$ cat src/rtl/prem_pkg.sv
// Shared definitions for the partial remainder unit: controller states
// and the bit positions of the four condition-code bits.
package prem_pkg;

    typedef enum logic {
        ST_IDLE = 1'b0,
        ST_RUN  = 1'b1
    } prem_state_e;

    // Condition word layout {C3,C2,C1,C0}
    localparam int CC_C0 = 0;
    localparam int CC_C1 = 1;
    localparam int CC_C2 = 2;
    localparam int CC_C3 = 3;

endpackage

$ cat src/rtl/prem_gap_ctl.sv
// Gap controller: derives the exponent gap, decides full versus partial
// reduction, and gives the loop iteration count and result exponent scale.
// Assumes PART_SHIFT < GAP_LIMIT and exponents that stay inside EXP_W bits.
module prem_gap_ctl #(
    parameter int EXP_W      = 12,
    parameter int GAP_LIMIT  = 64,
    parameter int PART_SHIFT = 42,
    parameter int CNT_W      = 7
) (
    input  logic signed [EXP_W-1:0] dvd_exp_i,
    input  logic signed [EXP_W-1:0] dvs_exp_i,
    output logic                    below_o,
    output logic                    partial_o,
    output logic [CNT_W-1:0]        iters_o,
    output logic signed [EXP_W-1:0] base_exp_o
);

    localparam logic signed [EXP_W:0] LIMIT_S = (EXP_W+1)'(GAP_LIMIT);

    logic signed [EXP_W:0] gap;
    logic [CNT_W-1:0]      eff_gap;

    // Classify the gap and pick the effective shift amount.
    always_comb begin
        gap        = {dvd_exp_i[EXP_W-1], dvd_exp_i} - {dvs_exp_i[EXP_W-1], dvs_exp_i};
        below_o    = gap[EXP_W];
        partial_o  = (gap >= LIMIT_S);
        eff_gap    = partial_o ? CNT_W'(PART_SHIFT) : gap[CNT_W-1:0];
        iters_o    = below_o ? '0 : eff_gap + CNT_W'(1);
        base_exp_o = partial_o ? (dvd_exp_i - EXP_W'(PART_SHIFT)) : dvs_exp_i;
    end

endmodule

$ cat src/rtl/prem_divloop.sv
// Restoring shift-subtract loop: one quotient bit per clock for the
// loaded number of iterations. It keeps the three lowest quotient bits
// and a running remainder that ends below the divisor.
// Assumes both significands are normalized (MSB set) when iterations > 0.
module prem_divloop #(
    parameter int MW    = 16,
    parameter int CNT_W = 7
) (
    input  logic             clk,
    input  logic             rst_n,
    input  logic             load_i,
    input  logic [MW-1:0]    dvd_sig_i,
    input  logic [MW-1:0]    dvs_sig_i,
    input  logic [CNT_W-1:0] iters_i,
    output logic [MW-1:0]    rem_o,
    output logic [2:0]       qlow_o,
    output logic             idle_o
);

    logic [MW:0]      part_r;
    logic [MW-1:0]    dvs_r;
    logic [CNT_W-1:0] cnt_r;
    logic [2:0]       q_r;
    logic             fits;
    logic [MW:0]      trial;

    // Trial subtraction of the divisor from the partial remainder.
    always_comb begin
        fits  = (part_r >= {1'b0, dvs_r});
        trial = fits ? (part_r - {1'b0, dvs_r}) : part_r;
    end

    // Load the operands, then step one quotient bit per cycle.
    always_ff @(posedge clk) begin
        if (!rst_n) begin
            part_r <= '0;
            dvs_r  <= '0;
            cnt_r  <= '0;
            q_r    <= '0;
        end else if (load_i) begin
            part_r <= {1'b0, dvd_sig_i};
            dvs_r  <= dvs_sig_i;
            cnt_r  <= iters_i;
            q_r    <= '0;
        end else if (cnt_r != '0) begin
            q_r    <= {q_r[1:0], fits};
            part_r <= (cnt_r == CNT_W'(1)) ? trial : {trial[MW-1:0], 1'b0};
            cnt_r  <= cnt_r - CNT_W'(1);
        end
    end

    assign rem_o  = part_r[MW-1:0];
    assign qlow_o = q_r;
    assign idle_o = (cnt_r == '0);

    // After the final step the remainder is below the divisor.
    assert_rem_below_divisor_R1: assert property (@(posedge clk) disable iff (!rst_n)
        (!load_i && cnt_r == CNT_W'(1)) |=> (part_r < {1'b0, dvs_r}));

endmodule

$ cat src/rtl/prem_renorm.sv
// Renormalizer: shifts a remainder significand left by its leading-zero
// count and lowers the exponent to match. A zero input gives
// significand 0 and exponent 0. Purely combinational.
module prem_renorm #(
    parameter int MW    = 16,
    parameter int EXP_W = 12
) (
    input  logic [MW-1:0]           sig_i,
    input  logic signed [EXP_W-1:0] base_exp_i,
    output logic [MW-1:0]           sig_o,
    output logic signed [EXP_W-1:0] exp_o
);

    localparam int LZ_W = $clog2(MW + 1);

    logic [LZ_W-1:0] lz;

    // Count leading zeros; the highest set bit wins.
    always_comb begin
        lz = LZ_W'(MW);
        for (int i = 0; i < MW; i++) begin
            if (sig_i[i]) lz = LZ_W'(MW - 1 - i);
        end
    end

    // Apply the shift and exponent adjustment.
    always_comb begin
        sig_o = sig_i << lz;
        exp_o = (sig_i == '0) ? '0 : (base_exp_i - EXP_W'(lz));
    end

endmodule

$ cat src/rtl/prem_unit.sv
// Top of the iterative partial remainder unit. It accepts a start pulse
// when idle, latches the operands, runs the quotient loop, and presents
// the renormalized remainder and the condition word with a one-cycle
// done pulse. Assumes normalized significands except for a zero divisor.
module prem_unit #(
    parameter int MW         = 16,
    parameter int EXP_W      = 12,
    parameter int GAP_LIMIT  = 64,
    parameter int PART_SHIFT = 42
) (
    input  logic                    clk,
    input  logic                    rst_n,
    input  logic                    start_i,
    input  logic                    dvd_sign_i,
    input  logic signed [EXP_W-1:0] dvd_exp_i,
    input  logic [MW-1:0]           dvd_sig_i,
    input  logic signed [EXP_W-1:0] dvs_exp_i,
    input  logic [MW-1:0]           dvs_sig_i,
    input  logic [3:0]              cc_i,
    output logic                    busy_o,
    output logic                    done_o,
    output logic                    rem_sign_o,
    output logic signed [EXP_W-1:0] rem_exp_o,
    output logic [MW-1:0]           rem_sig_o,
    output logic [3:0]              cc_o,
    output logic                    incomplete_o,
    output logic                    div_zero_o
);
    import prem_pkg::*;

    localparam int CNT_W = $clog2(GAP_LIMIT + 1);

    prem_state_e             state_r;
    logic                    accept;
    logic                    zero_dvs;
    logic                    below;
    logic                    partial;
    logic [CNT_W-1:0]        iters_g;
    logic [CNT_W-1:0]        iters_ld;
    logic signed [EXP_W-1:0] base_exp;

    logic                    sign_q;
    logic signed [EXP_W-1:0] exp_q;
    logic [MW-1:0]           sig_q;
    logic signed [EXP_W-1:0] base_q;
    logic [3:0]              cc_q;
    logic                    pass_q;
    logic                    err_q;
    logic                    partial_q;

    logic [MW-1:0]           loop_rem;
    logic [2:0]              qlow;
    logic                    loop_idle;
    logic [MW-1:0]           norm_sig;
    logic signed [EXP_W-1:0] norm_exp;
    logic [3:0]              cc_next;

    assign accept   = start_i && (state_r == ST_IDLE);
    assign zero_dvs = (dvs_sig_i == '0);
    assign iters_ld = zero_dvs ? '0 : iters_g;

    prem_gap_ctl #(
        .EXP_W(EXP_W), .GAP_LIMIT(GAP_LIMIT),
        .PART_SHIFT(PART_SHIFT), .CNT_W(CNT_W)
    ) u_gap (
        .dvd_exp_i (dvd_exp_i),
        .dvs_exp_i (dvs_exp_i),
        .below_o   (below),
        .partial_o (partial),
        .iters_o   (iters_g),
        .base_exp_o(base_exp)
    );

    prem_divloop #(.MW(MW), .CNT_W(CNT_W)) u_loop (
        .clk      (clk),
        .rst_n    (rst_n),
        .load_i   (accept),
        .dvd_sig_i(dvd_sig_i),
        .dvs_sig_i(dvs_sig_i),
        .iters_i  (iters_ld),
        .rem_o    (loop_rem),
        .qlow_o   (qlow),
        .idle_o   (loop_idle)
    );

    prem_renorm #(.MW(MW), .EXP_W(EXP_W)) u_norm (
        .sig_i     (loop_rem),
        .base_exp_i(base_q),
        .sig_o     (norm_sig),
        .exp_o     (norm_exp)
    );

    // Condition word for the finishing operation.
    always_comb begin
        cc_next = cc_q;
        if (err_q) begin
            cc_next = cc_q;
        end else if (pass_q) begin
            cc_next = {cc_q[CC_C3], 3'b000};
        end else if (partial_q) begin
            cc_next[CC_C2] = 1'b1;
        end else begin
            cc_next[CC_C0] = qlow[2];
            cc_next[CC_C1] = qlow[0];
            cc_next[CC_C2] = 1'b0;
            cc_next[CC_C3] = cc_q[CC_C3] | qlow[1];
        end
    end

    // Latch the operands and classification when a start is accepted.
    always_ff @(posedge clk) begin
        if (!rst_n) begin
            sign_q    <= 1'b0;
            exp_q     <= '0;
            sig_q     <= '0;
            base_q    <= '0;
            cc_q      <= '0;
            pass_q    <= 1'b0;
            err_q     <= 1'b0;
            partial_q <= 1'b0;
        end else if (accept) begin
            sign_q    <= dvd_sign_i;
            exp_q     <= dvd_exp_i;
            sig_q     <= dvd_sig_i;
            base_q    <= base_exp;
            cc_q      <= cc_i;
            pass_q    <= zero_dvs || below;
            err_q     <= zero_dvs;
            partial_q <= partial && !zero_dvs;
        end
    end

    // Sequence idle/run and publish the result with a done pulse.
    always_ff @(posedge clk) begin
        if (!rst_n) begin
            state_r      <= ST_IDLE;
            done_o       <= 1'b0;
            rem_sign_o   <= 1'b0;
            rem_exp_o    <= '0;
            rem_sig_o    <= '0;
            cc_o         <= '0;
            incomplete_o <= 1'b0;
            div_zero_o   <= 1'b0;
        end else begin
            done_o <= 1'b0;
            if (state_r == ST_IDLE) begin
                if (accept) state_r <= ST_RUN;
            end else if (loop_idle) begin
                state_r      <= ST_IDLE;
                done_o       <= 1'b1;
                rem_sign_o   <= sign_q;
                rem_exp_o    <= pass_q ? exp_q : norm_exp;
                rem_sig_o    <= pass_q ? sig_q : norm_sig;
                cc_o         <= cc_next;
                incomplete_o <= partial_q;
                div_zero_o   <= err_q;
            end
        end
    end

    assign busy_o = (state_r == ST_RUN);

    // done lasts exactly one cycle.
    assert_done_single_R8: assert property (@(posedge clk) disable iff (!rst_n)
        done_o |=> !done_o);

    // busy and done never overlap.
    assert_done_not_busy_R11: assert property (@(posedge clk) disable iff (!rst_n)
        done_o |-> !busy_o);

    // Latched operands hold while running; a second start has no effect.
    assert_hold_operands_R9: assert property (@(posedge clk) disable iff (!rst_n)
        busy_o |=> ($stable(sig_q) && $stable(exp_q) && $stable(cc_q)));

    // A published nonzero remainder is normalized.
    assert_msb_set_R6: assert property (@(posedge clk) disable iff (!rst_n)
        (done_o && !div_zero_o && rem_sig_o != '0) |-> rem_sig_o[MW-1]);

    // An incomplete result always carries C2.
    assert_partial_c2_R2: assert property (@(posedge clk) disable iff (!rst_n)
        (done_o && incomplete_o) |-> cc_o[CC_C2]);

    // A zero-divisor result is never marked incomplete.
    assert_err_not_partial_R10: assert property (@(posedge clk) disable iff (!rst_n)
        (done_o && div_zero_o) |-> !incomplete_o);

    // The result sign follows the dividend.
    assert_sign_follows_R5: assert property (@(posedge clk) disable iff (!rst_n)
        done_o |-> (rem_sign_o == sign_q));

endmodule

$ cat config.mk
export PLATFORM = sky130hd
export DESIGN_NAME = prem_unit
export DESIGN_NICKNAME = d
export VERILOG_FILES = /design/src/rtl/prem_pkg.sv /design/src/rtl/prem_gap_ctl.sv /design/src/rtl/prem_divloop.sv /design/src/rtl/prem_renorm.sv /design/src/rtl/prem_unit.sv
export SDC_FILE = /design/constraint.sdc
export NUM_CORES = 1
export LEC_CHECK = 0
export ABC_CLOCK_PERIOD_IN_PS = 3750
export BUFFER_PORTS_ARGS = -buffer_cell sky130_fd_sc_hd__buf_4
export CAP_MARGIN = 20
export CORE_MARGIN = 1.5
export CORE_UTILIZATION = 59
export DETAILED_ROUTE_END_ITERATION = 6
export GPL_TIMING_DRIVEN = 0
export PLACE_DENSITY = 0.93
export SLEW_MARGIN = 20
export SYNTH_ARGS = -nofsm -noshare
export SYNTH_HDL_FRONTEND = slang
export SYNTH_SLANG_ARGS = --single-unit
$ cat constraint.sdc
create_clock -name clk -period 3.75 [get_ports clk]
set_clock_uncertainty 0.1 [all_clocks]
set_input_delay 0.1875 -clock clk [delete_from_list [all_inputs] [get_ports clk]]
set_output_delay 0.1875 -clock clk [all_outputs]
set_load 0.005 [all_outputs]
==> summary.txt, run 1 <==
Synthesis
  – Synth warnings: 0
  – Syn avg cell area: 7.466 sq um
  – Async SR Flop Fraction: 0
  – Mapped Area: 8347 sq um
  – Most frequent cell after synthesis: nand2_1
  – Synth top area share: 0.3070
  – Yosys top cell by area: dfxtp_1
  – Register area share after synthesis: 0.3070
  – Distinct cells, synth: 70
  – Syn_nets: 1222
  – Post-Syn Instances: 1118
  – Dominant synthesized flop cell: dfxtp_1
  – Top area cells in the synthesized netlist: dfxtp_1, nand2_1, a21oi_1, ha_1, mux2i_1
  – Synth top cells by count: nand2_1, dfxtp_1, a21oi_1
  – Post-synth EDFFs: 0
  – Yosys reg bits: 128

Die
  – Die area: 14870 sq um
  – Starting Density: 0.6037
  – Core Box Area: 13830 sq um
  – Die height: 121.9 um
  – Std cell rows: 43
  – I/O Pins: 101
  – Die Width: 121.9 um

CTS
  – Clk_lat worst skew: 0.43 ns
  – Clock Tree Root: clkbuf_16
  – Sink Count: 128
  – CTS tree: yes
  – Cts bufs inserted: 17
  – Reg clk slew, reported paths: 0.06 ns
  – Maximum clock path buffer count: 2
  – Depth of the CTS H-tree: 4

Finish
  – Ratio of cells with drive above 1 in the final layout: 0.1455
  – Ant. Diodes: 0
  – Fill count: 905
  – Area Overhead vs Synth: 26.86%
  – Final net count: 1405

STA
  – Crit share post-route: 0.9926
  – Final min period: 3.722 ns
  – Pins Over Slew Limit: 0
  – Final worst slack: 0.02757 ns
  – Final setup viols: 0
  – FMAX: 268.6 MHz
  – Worst-Margin Slew: 0.8809 ns
  – Slew HR: 0.4096
  – Final hold vios: 0
  – RSZ-0062 raised after global routing: true

Detailed routing
  – DR vias/cell: 6.833
  – DRT iter0 DRCs: 1846
  – Pre-antenna DRT Iters: 7
  – Final WL: 31780 um
  – Vias after detailed routing: 10200
  – DRT antenna net count: 0
  – Routed wire per std cell: 21.29 um
  – Post-route DRC: 1

Power
  – Leakage: 4.434 nW
  – Pwr/cell area: 837.0 nW/um^2
  – Pwr Total: 0.008863 W
  – VDD IR max: 0.4988 mV

Hold path
  – HP Class: in -> reg

Setup path
  – Crit-path cells: clkbuf_2 > or4_1 > o21ai_0 > and3_1 > clkbuf_4 > inv_1 > buf_2 > ha_1 > nor2b_1 > o21ai_0 > nand2b_1 > nand2_2 > nand2b_1 > xnor2_1 > a221oi_1 > nor3_1
  – Delay of the slowest critical-path stage: 0.54 ns
  – Required @ worst endpoint: 3.93 ns
  – Crit path kind: reg -> reg
  – Crit path launch type: flop
  – Crit. End Element: flop
  – Critical path's top delay family: simple AND/OR/NAND/NOR gates
  – Critical path buffers and inverters: 4
  – Largest fanout on the critical path: 10
  – CP max stage cell: or4_1
  – Arr. time, crit path: 3.90 ns

Placed design
  – Setup WS pre-CTS: -0.1610 ns
  – Port buffer count: 100
  – Dpl hpwl: 20680 um
  – RePlAce Congestion: 0.9779

Outcome
  – Status: finished with violations
  – Violated checks: DRC

Global route
  – Grt ovf: 0
  – Initial antenna violation count: 0
  – First-pass GRT wire length: 48450 um
  – Largest net degree at the start of global routing: 17
  – Vias in the first global route: 9595
  – GRT Overall Usage: 0.4210

Run
  – Max-Cap Viols: 0
-- metrics by stage --
step | instances | instance area, sq um | utilization | hold WS, ns | TNS (ns)
2_1_floorplan | 1118 | 8347 | - | 0.2235 | 0
3_3_place_gp | 1398 | 9323 | 0.6742 | 0.3401 | -0.1402
3_5_place_dp | 1398 | 9323 | 0.6742 | 0.3497 | -0.3167
4_1_cts | 1484 | 10440 | 0.7550 | 0.001047 | 0
5_1_grt | 1493 | 10590 | 0.7658 | 0.01638 | -0.3980
6_report | 1493 | 10590 | 0.7658 | 0.01970 | 0
-- power by group --
part	internal [W]	switching [W]	leakage, nW
clock network	0.000918	0.000681	0.276
registers	0.00164	0.000301	1.05
logic	0.00209	0.00322	3.11
-- layer usage --
metal	GRT usage	part of all wire
met5	0	0
met2	0.6850	0.45
met4	0.2522	0.068
met3	0.1016	0.12
met1	0.5032	0.36
-- cells by family after synthesis --
group                    count (synthesis)  synth area share
XOR/XNOR                                35           0.03673
flip-flops                             128            0.3070
buffers and inverters                  128           0.06251
multiplexers                            44           0.05471
AO/OA/AOI/OAI                          324            0.2454
AND/OR/NAND/NOR                        419            0.2310
adder cells (fa/ha/maj)                 40           0.06266
-- worst min-delay path: cells and delay by family --
family                 cells  cell delay (ns)
AOI/OAI and AO/OA          1             0.15
buffers and inverters      1             0.09
muxes                      1             0.08
-- state kept, by name, indices dropped and copies added (netlist names) --
register / count
u_loop.part_r: 17
rem_sig_o: 16
sig_q: 16
u_loop.dvs_r: 16
base_q: 12
exp_q: 12
rem_exp_o: 12
u_loop.cnt_r: 7
cc_o: 4
cc_q: 4
u_loop.qlow_o: 3
busy_o: 1
div_zero_o: 1
done_o: 1
err_q: 1
incomplete_o: 1
partial_q: 1
pass_q: 1
rem_sign_o: 1
sign_q: 1
-- path summary, 6_finish.rpt --
check	end	start	cells past startpoint	slack, ns
setup reg to reg	rem_exp_o[8]	u_loop.part_r[5]	16	0.03
setup / recovery	rem_exp_o[8]	u_loop.part_r[5]	16	0.03
hold reg to reg	rem_sign_o	sign_q	2	0.35
hold / removal	base_q[1]	dvs_exp_i[1]	3	0.02
-- cells in the final DEF (no fill, tap or decap), types with 14 or more instances in the layout --
cell | netlist | final
xor2_1 | 16 | 16
nand2_1 | 180 | 179
xnor2_1 | 19 | 19
clkbuf_1 | 52 | 50
inv_1 | 55 | 55
dfxtp_1 | 128 | 128
nor2_1 | 83 | 83
nor3_1 | 35 | 34
nand3_1 | 28 | 27
a211oi_1 | 14 | 14
o21ai_0 | 68 | 66
dlygate4sd3_1 | 0 | 55
a21oi_1 | 121 | 121
ha_1 | 37 | 36
a221oi_1 | 20 | 18
clkbuf_16 | 0 | 17
buf_4 | 2 | 113
mux2i_1 | 40 | 40
-- what timing repair did --
action / CTS / global route
hold endpoints to repair: 62 / 0
setup buffers: 0 / 11
pin swaps: 0 / 5
resized for setup: 1 / 20
endpoints found under the setup margin: 3 / 11
hold buffers: 55 / 0
-- cell type report --
type | instances | area [sq um] | area share
clock buffer | 17 | 425.4 | 0.04017
inverter | 56 | 210.2 | 0.01985
buffer | 70 | 306.5 | 0.02895
timing repair buffer | 166 | 1384 | 0.1307
sequential | 128 | 2562 | 0.2420
clock inverter | 14 | 133.9 | 0.01264
multi-input combinational | 862 | 5341 | 0.5044
tap | 180 | 225.2 | 0.02127
Power figures use the tool's default switching activity.
==> run 2, diff against run 1 <==
Settings changed: CORE_MARGIN 1.5 to 2.
==> summary.txt, run 2 (synthesis gave the netlist of run 1 again) <==
Die
  – Core Box Area: 13830 sq um (unchanged)
  – Die area: 15110 sq um (+1.6%)
  – I/O Pins: 101 (unchanged)
  – Std cell rows: 43 (unchanged)
  – Die height: 122.9 um (+0.82%)
  – Starting Density: 0.6037 (unchanged)
  – Die Width: 122.9 um (+0.82%)

Global route
  – GR met2 Demand/Resource: 0.6530 (-0.03207)
  – Vias in the first global route: 9376 (-2.3%)
  – Met1 GRT Util: 0.4806 (-0.02267)
  – Met3 Usage GRT: 0.1190 (+0.01741)
  – First-pass GRT wire length: 47710 um (-1.5%)
  – Largest net degree at the start of global routing: 17 (unchanged)
  – Initial antenna violation count: 0 (unchanged)
  – Grt ovf: 0 (unchanged)
  – GRT Overall Usage: 0.4085 (-0.01246)
  – Global routing's busiest layer: met2

CTS
  – Maximum clock path buffer count: 2 (unchanged)
  – Clock Tree Root: clkbuf_16
  – Sink Count: 128 (unchanged)
  – Depth of the CTS H-tree: 4 (unchanged)
  – Reg clk slew, reported paths: 0.06 ns (about the same)
  – Clk_lat worst skew: 0.43 ns (about the same)
  – CTS tree: yes
  – Cts bufs inserted: 17 (unchanged)

Setup path
  – Crit path kind: reg -> reg
  – Crit path launch type: flop
  – Required @ worst endpoint: 3.94 ns (about the same)
  – Arr. time, crit path: 3.84 ns (-0.06 ns)
  – Largest fanout on the critical path: 10 (unchanged)
  – R2R Setup Slk: 0.10 ns (+0.07 ns)
  – R2r endpoint: rem_exp_o[11]
  – Crit. End Element: flop
  – Worst R2R Path Depth: 14 (-2)
  – Crit Reg-Reg Startpoint: u_loop.part_r[6]

Finish
  – Final net count: 1396 (-0.64%)
  – Design Area, Final: 10500 sq um (-0.86%)
  – End-of-flow core utilization: 0.7592 (-0.006606)
  – Commonest non-fill, non-tap cell in the layout: nand2_1
  – Fill count: 933 (+3.1%)
  – Ratio of cells with drive above 1 in the final layout: 0.1396 (-0.005898)
  – Area Overhead vs Synth: 25.77%
  – Number of flip-flops in the largest register: 17 (unchanged)
  – Largest reg by FF count: u_loop.part_r
  – Commonest cells after routing, fill and taps aside: nand2_1, dfxtp_1, a21oi_1

Detailed routing
  – Post-route DRC: 26 (+25)
  – DR vias/cell: 6.684 (-2.2%)
  – DRT iter0 DRCs: 1754 (-5.0%)
  – DRT antenna net count: 0 (unchanged)
  – Routed wire per std cell: 20.93 um (-1.7%)
  – Pre-antenna DRT Iters: 7 (unchanged)
  – Vias after detailed routing: 9926 (-2.7%)
  – Final WL: 31080 um (-2.2%)

Hold path
  – Worst Hold Launch: dvs_exp_i[0]
  – HP Class: in -> reg
  – WHS Endpoint: base_q[0]
  – Hold path cells: 3 (unchanged)

STA
  – RSZ-0062 raised after global routing: true
  – Worst-Margin Slew: 0.8193 ns (-0.06161 ns)
  – Crit share post-route: 0.9731 (-0.01956)
  – Slew HR: 0.4509 (+0.04130)
  – FMAX: 274.0 MHz (+2.0%)
  – Pins Over Slew Limit: 0 (unchanged)
  – Final min period: 3.649 ns (-0.07337 ns)
  – Setup tns final: 0 ns (unchanged)
  – Final hold vios: 0 (unchanged)
  – Hold_ws: 0.002402 ns (-0.01730 ns)
  – Final setup viols: 0 (unchanged)

Outcome
  – Status: finished with violations
  – Violated checks: DRC

Power
  – Pwr/cell area: 832.2 nW/um^2 (-0.57%)
  – Leakage: 4.376 nW (-1.3%)
  – VDD IR max: 0.4602 mV (-7.7%)

Placed design
  – Dpl hpwl: 21050 um (+1.7%)
  – Placed inst area: 9323 sq um (unchanged)
  – RePlAce Congestion: 1.022 (+4.5%)
  – Port buffer count: 100 (unchanged)

Run
  – Max-Cap Viols: 0 (unchanged)
==> run 2: worst max-delay path by stage <==
stage	slack, ns	startpoint	end	cells after the start
after floorplan	0.38	dvd_exp_i[0]	u_loop.cnt_r[6]	17
after global placement	-0.1	dvd_exp_i[0]	u_loop.cnt_r[6]	18
after detailed placement	-0.23	dvd_exp_i[0]	u_loop.cnt_r[4]	17
after CTS	0.02	dvs_exp_i[3]	u_loop.cnt_r[4]	16
after global routing	-0.01	u_loop.part_r[6]	rem_exp_o[9]	14
final	0.10	u_loop.part_r[6]	rem_exp_o[11]	14
==> run 2: routing by layer <==
| layer | vias to the layer above | routed length [um] |
|---|---|---|
| met5 | - | 0 |
| met4 | 0 | 2441 |
| met3 | 250 | 3699 |
| met2 | 806 | 13800 |
| met1 | 4531 | 11130 |
| li1 | 4339 | - |
==> run 2: critical path: stages (launching register included) <==
cell and delay, ns:
dfxtp_1 0.43, or4_1 0.52, o21ai_0 0.16, and3_1 0.17, buf_2 0.20, inv_1 0.11
buf_2 0.22, ha_1 0.33, o21ai_0 0.13, a21boi_0 0.17, o21a_2 0.26, nor3_1 0.21
xor2_1 0.11, a221oi_1 0.30, nor3_1 0.08
==> run 2: what timing repair did <==
action,in CTS,in global routing
buffers inserted,0,6
endpoints found under the setup margin,1,11
gates cloned,0,0
endpoints found under the hold margin,57,0
pin swaps,0,3
gates resized for setup,1,13
hold buffers,52,0
==> run 2: power breakdown <==
| part | internal [W] | switching [W] | total [W] |
|---|---|---|---|
| registers | 0.00165 | 0.000307 | 0.00195 |
| logic | 0.00203 | 0.00313 | 0.00516 |
| clock network | 0.000939 | 0.000690 | 0.00163 |
==> run 2: final cells by class <==
type,instances,area (sq um),share of cell area
repair buffers,158,1316,0.1254
clock inverters,13,128.9,0.01228
well taps,180,225.2,0.02145
flip-flops and latches,128,2564,0.2442
multi-input cells,862,5311,0.5060
clock buffers,18,439.2,0.04184
plain buffers,69,300.3,0.02861
inverters,56,210.2,0.02002
diodes,1,2.502,0.0002384
==> run 2: per-stage QoR <==
stage	total power, W	instances	worst slack (ns)
after global routing	0.009165	1484	-0.01331
after detailed placement	0.006692	1398	-0.2268
after floorplan	0.005402	1118	0.3817
after CTS	0.008396	1481	0.02052
after global placement	0.006593	1398	-0.09726
final	0.008737	1485	0.1009
